<file path="config.mk">
export PLATFORM = sky130hd
export DESIGN_NAME = long_pulse_timer
export DESIGN_NICKNAME = d
export VERILOG_FILES = /design/src/rtl/ltp_counter.sv /design/src/rtl/ltp_decode.sv /design/src/rtl/long_pulse_timer.sv
export SDC_FILE = /design/constraint.sdc
export NUM_CORES = 1
export LEC_CHECK = 0
export CELL_PAD_IN_SITES_DETAIL_PLACEMENT = 1
export CELL_PAD_IN_SITES_GLOBAL_PLACEMENT = 2
export CORE_MARGIN = 2
export CORE_UTILIZATION = 29
export CTS_CLUSTER_DIAMETER = 50
export DETAILED_ROUTE_END_ITERATION = 12
export PLACE_DENSITY_LB_ADDON = 0.1
export SETUP_SLACK_MARGIN = 0.02
export SYNTH_ARGS = -nofsm -noshare
export SYNTH_HDL_FRONTEND = slang
export SYNTH_SLANG_ARGS = --single-unit
</file>
<file path="constraint.sdc">
create_clock -name clk_i -period 2.8 [get_ports clk_i]
set_input_delay 0.28 -clock clk_i [delete_from_list [all_inputs] [get_ports clk_i]]
set_output_delay 0.28 -clock clk_i [all_outputs]
set_load 0.05 [all_outputs]
</file>
<file path="src/rtl/ltp_counter.sv">
module ltp_counter #(
  parameter int unsigned CNT_W = 14
) (
  input  logic             clk_i,
  input  logic             rst_i,
  input  logic             adv_i,
  input  logic             clr_i,
  output logic [CNT_W-1:0] cnt_o,
  output logic [CNT_W-1:0] nxt_o
);
  logic [CNT_W-1:0] cnt_q;

  // Value the counter takes on the next enabled tick.
  always_comb begin
    if (clr_i) nxt_o = '0;
    else       nxt_o = cnt_q + 1'b1;
  end

  always_ff @(posedge clk_i) begin
    if (rst_i)      cnt_q <= '0;
    else if (adv_i) cnt_q <= nxt_o;
  end

  assign cnt_o = cnt_q;
endmodule

</file>
<file path="src/rtl/ltp_decode.sv">
module ltp_decode #(
  parameter int unsigned CNT_W     = 14,
  parameter int unsigned DEC_IDX_A = 4,
  parameter int unsigned DEC_IDX_B = 3
) (
  input  logic [CNT_W-1:0] cnt_i,
  output logic             hit_o
);
  localparam int unsigned MSB = CNT_W - 1;

  logic [CNT_W-1:0] sel;

  // Bits outside the decode are forced to 1 so they do not affect the AND.
  for (genvar i = 0; i < CNT_W; i++) begin : g_sel
    if (i == MSB || i == DEC_IDX_A || i == DEC_IDX_B) begin : g_use
      assign sel[i] = cnt_i[i];
    end else begin : g_skip
      assign sel[i] = 1'b1;
    end
  end

  assign hit_o = &sel;
endmodule

</file>
<file path="src/rtl/long_pulse_timer.sv">
module long_pulse_timer #(
  parameter int unsigned CNT_W     = 14,
  parameter int unsigned DEC_IDX_A = 4,
  parameter int unsigned DEC_IDX_B = 3
) (
  input  logic             clk_i,
  input  logic             rst_i,
  input  logic             tick_i,
  output logic             pulse_o,
  output logic [CNT_W-1:0] count_o
);
  localparam int unsigned MSB = CNT_W - 1;

  // the decode bits must be distinct and sit below the top bit.
  if (DEC_IDX_A >= MSB || DEC_IDX_B >= MSB || DEC_IDX_A == DEC_IDX_B) begin : g_bad_idx
    $error("long_pulse_timer: decode indices must be distinct and below CNT_W-1");
  end

  logic [CNT_W-1:0] cnt;
  logic [CNT_W-1:0] cnt_nxt;
  logic             hit;
  logic             pulse_q;

  ltp_decode #(
    .CNT_W    (CNT_W),
    .DEC_IDX_A(DEC_IDX_A),
    .DEC_IDX_B(DEC_IDX_B)
  ) u_decode (
    .cnt_i(cnt),
    .hit_o(hit)
  );

  ltp_counter #(
    .CNT_W(CNT_W)
  ) u_counter (
    .clk_i(clk_i),
    .rst_i(rst_i),
    .adv_i(tick_i),
    .clr_i(hit),
    .cnt_o(cnt),
    .nxt_o(cnt_nxt)
  );

  // Registered pulse, loaded from the counter's next top bit.
  always_ff @(posedge clk_i) begin
    if (rst_i)       pulse_q <= 1'b0;
    else if (tick_i) pulse_q <= cnt_nxt[MSB];
  end

  assign pulse_o = pulse_q;
  assign count_o = cnt;
endmodule

</file>
**Yosys cells after proc, flatten, opt, wreduce, memory -nomap -nowiden**

Cells that the tools add are included.
Widths: inputs -> output; s select.

- Input bits: 3
- Output and inout bits: 15
- Logic and storage cells: 5
- Bits in registers: 15

- Multiplexer cells: 1
- Reduce and logical (&&, ||, !) cells: 1
- Add/subtract/negate cells: 1

Operators by type and width:

| cell | count |
|---|---|
| $add 14x1->14 const B | 1 |
| $mux 14 | 1 |
| $reduce_and 3->1 | 1 |

**Logic depth before layout (Yosys ltp)**

- Depth in word-level cells: 2
- Gate-level depth with buffers: 4
- Depth with buffers taken out: 4

**Cells and area by module**

From an unflattened synthesis, not the netlist that was laid out.

- Cells, all modules: 134
- Area, all modules: 1011.0 um^2

Modules (own cells, without submodules):

| module | cells an instance | area an instance (um^2) | times used |
|---|---|---|---|
| ltp_counter | 130 | 970.9 | 1 |
| long_pulse_timer | 3 | 33.8 | 1 |
| ltp_decode | 1 | 6.3 | 1 |

**Worst setup path after synthesis**

No wires, ideal clock.

- Path kind: flip-flop to flip-flop
- Start point: register u_counter.cnt_q[0] (netlist: u_counter.cnt_o[0])
- End point: register u_counter.cnt_q[10] (netlist: u_counter.cnt_o[10])
- Period minus slack after synthesis: 1.706 ns
- Required time: 2.729 ns
- Cell stages (with the launch flop): 5
- Path slack: 1.094 ns
- Data arrival time: 1.636 ns
- Path buffers: 0
- Library setup time: 0.071 ns
- Path through: dfxtp_1 -> ha_1 -> nand2_1 -> or4_1 -> a21oi_1

- Cells in the longest elaborated chain, start to end: 2

RTL lines:

| item | RTL line | text |
|---|---|---|
| start, declared | ltp_counter.sv:11 | `logic [CNT_W-1:0] cnt_q;` |
| start signal, assigned | ltp_counter.sv:21 | `else if (adv_i) cnt_q <= nxt_o;` |
| $add 14x1->14 | ltp_counter.sv:16 | `else nxt_o = cnt_q + 1'b1;` |
| $mux 14 | ltp_counter.sv:15 | `if (clr_i) nxt_o = '0;` |

No other way between the ends.
A chain may end at the register's enable or synchronous reset.

**Worst setup path after layout**

- Start point: register u_counter.cnt_q[3] (netlist: u_counter.cnt_o[3])
- End point: output port count_o[3]

RTL lines:

| item | RTL line | text |
|---|---|---|
| end, declared | long_pulse_timer.sv:10 | `output logic [CNT_W-1:0] count_o` |

No word-level cell between the ends.

==> results.sh <==
export IMPL_grt_pass1_vias=652
export IMPL_pre_cts_ws_ns=0.725
export IMPL_nets=99
export IMPL_drtPass1Iterations=4
export IMPL_fin_crit_sh_pct=71.8
export IMPL_ys_types=27
export IMPL_slowest_delay_ns=0.88
export IMPL_crit_path_end_kind="output port"
export IMPL_drt_total_wl_um=1720
export IMPL_cts_buffer_depth=2
export IMPL_syn_inst=78
export IMPL_hold_viol=0
export IMPL_cts_root_buf="clkbuf_4"
export IMPL_pwr_share_seq_pct=58.9
export IMPL_crit_type="reg -> out"
export IMPL_antenna_found_initial=0
export IMPL_synth_top_area_cell="dfxtp_1"
export IMPL_p_per_area_nw_per_um2=393
export IMPL_slowest_stage="clkdlybuf4s50_1"
export IMPL_synthTopCellsByCount="dfxtp_1, nand2_1, nand4_1"
export IMPL_drv_slew=0
export IMPL_setup_viol=0
export IMPL_finalCriticalPeriod_ns=2.01
export IMPL_post_cts_setup_buffer_count=0
export IMPL_p_clk_share_pct=31.0
export IMPL_hold_buffers=0
export IMPL_critPathArrivalTime_ns=1.73
export IMPL_synth_top_cell_area_share_pct=39.5
export IMPL_critPathLaunchType="register"
export IMPL_track_usage_pct=14.5
export IMPL_numCtsBuffers=3
export IMPL_fmax_mhz=497
export IMPL_cpLargestDelayFamily="buffers and inverters"
export IMPL_drcViolationCount=0
export IMPL_drive_gt1_share_pct=5.43
export IMPL_p_switching_uw=88.4
export IMPL_finalWeightedCongestion=0.702
export IMPL_path_buf_inv=1
export IMPL_switching_share_pct=25.0
export IMPL_tns_ns=0
export IMPL_min_path_type="reg -> reg"
export IMPL_synth_edf_count=0
export IMPL_slew_headroom_pct=63.2
export IMPL_placeableCoreArea_um2=2250
export IMPL_ant_nets=0
export IMPL_nFillCells=286
export IMPL_ys_warn_count=0
export IMPL_hpwl_um=1270
export IMPL_vdd_drop_max_mv=0.235
export IMPL_die_w_um=53.5
export IMPL_maxCapViolations=0
export IMPL_p_leak_nw=0.296
export IMPL_cp_max_fo=10
export IMPL_setup_slack_ns=0.789
export IMPL_io_buffers=17
export IMPL_path_cells="clkdlybuf4s50_1"
export IMPL_combinationalPowerShare_pct=10.1
export IMPL_cts_resized=0
export IMPL_grt_max_degree=11
export IMPL_rsz0062_at_grt="false"
export IMPL_num_vias=645
export IMPL_post_drt_wl_per_cell_um=14.4
export IMPL_synth_most_common_cell="dfxtp_1"
export IMPL_tritoncts="done"
export IMPL_synth_seq_area_share_pct=39.5
export IMPL_synth_seq_cells=14
export IMPL_clock_sinks=14
export IMPL_htree_levels=1
export IMPL_clkTransAtPathRegs_ns=0.08
export IMPL_syn_cell_area_um2=709
export IMPL_vias_per_cell=5.38
export IMPL_avgSynthCellArea_um2=9.10
export IMPL_drtIter0Drc=2
export IMPL_overflow=0
export IMPL_grt_pass1_wl_um=2900
export IMPL_ys_flop_type="dfxtp_1"
export IMPL_area_growth_pct=26.6
export IMPL_power_internal_uw=265
export IMPL_synth_fp_nets=83
export IMPL_io_pins=18
export IMPL_required_ns=2.52
export IMPL_worst_pin_slew_ns=0.546
export IMPL_rows=17
export IMPL_die_area_um2=2860
export IMPL_diodes=0
export IMPL_worstSkewPairLatency_ns=0.28
export IMPL_async_flop_share_pct=0
export IMPL_start_util_pct=31.5
export IMPL_skew_ns=0.00912
export IMPL_synth_area_top_cells="dfxtp_1, nand4_1, mux2i_1, buf_4, nand2_1"
export IMPL_status="complete, no violations"
export IMPL_die_h_um=53.5
-- worst min-delay path, delay by kind of cell (launching register included) --
family | cells | cell delay [ns]
flip-flops | 1 | 0.34
multiplexers | 1 | 0.05
AND/OR/NAND/NOR | 1 | 0.06
-- cell families (layout without fill, tap and decap cells) --
kind of cell,count (synthesis),in the layout,synth area share (%)
mux,3,3,4.23
fa+ha+maj,2,2,3.53
simple gates,34,34,28.4
xor+xnor,4,4,4.94
compound gates,15,15,13.9
flops,14,14,39.5
buf+inv,6,20,5.47
-- registers in the layout, indices dropped and copies added, names as in the netlist --
signal	flops
pulse_o	1
u_counter.cnt_o	13
-- layout by cell type, fill, tap and decap left out, types with 3 or more instances in the layout --
cell type / synthesis / routed
a21oi_1: 5 / 5
clkbuf_4: 0 / 3
clkdlybuf4s50_1: 0 / 17
dfxtp_1: 14 / 14
mux2i_1: 3 / 3
nand2_1: 7 / 7
nand3_1: 3 / 3
nand4_1: 7 / 7
nor2_1: 5 / 5
o21ai_0: 3 / 3
or3_1: 3 / 3
xor2_1: 3 / 3
-- layout make-up --
cell class	count	area, µm²	area share, %
repair buffers	17	170	18.9
flip-flops and latches	14	280	31.2
well taps	28	35.0	3.90
multi-input cells	58	390	43.5
clock buffers	3	22.5	2.51
-- routing by layer --
metal  routed length (µm)  up-vias  global-route usage [%]
met5                    0        -                       0
li1                     -      320                       -
met3                   60        2                    6.21
met1                  823      310                    16.6
met4                   14        0                    5.13
met2                  826       13                    23.7
-- power groups by stage --
stage,logic [mW],registers (mW),clock network [mW]
5_1_grt,0.0391,0.209,0.128
6_report,0.0357,0.208,0.110
3_3_place_gp,0.0364,0.213,0
4_1_cts,0.0367,0.208,0.118
3_5_place_dp,0.0365,0.213,0
2_1_floorplan,0.0149,0.222,0
-- through the flow --
| step | instances | util (%) | hold slack, ns | instance area, µm² | total power [mW] |
|---|---|---|---|---|---|
| 2_1_floorplan | 78 | - | 0.499 | 709 | 0.237 |
| 3_3_place_gp | 117 | 38.8 | 0.471 | 876 | 0.249 |
| 3_5_place_dp | 117 | 38.8 | 0.484 | 876 | 0.249 |
| 4_1_cts | 120 | 39.8 | 0.498 | 898 | 0.363 |
| 5_1_grt | 120 | 39.8 | 0.534 | 898 | 0.376 |
| 6_report | 120 | 39.8 | 0.495 | 898 | 0.353 |
-- final timing paths --
kind / start / endpoint / slack, ns / depth (start not counted)
max: u_counter.cnt_o[3] / count_o[3] / 0.79 / 1
min: u_counter.cnt_o[11] / u_counter.cnt_o[11] / 0.50 / 2
max reg2reg: u_counter.cnt_o[0] / u_counter.cnt_o[10] / 1.29 / 4
min reg2reg: u_counter.cnt_o[11] / u_counter.cnt_o[11] / 0.50 / 2
Power figures use the tool's default switching activity.
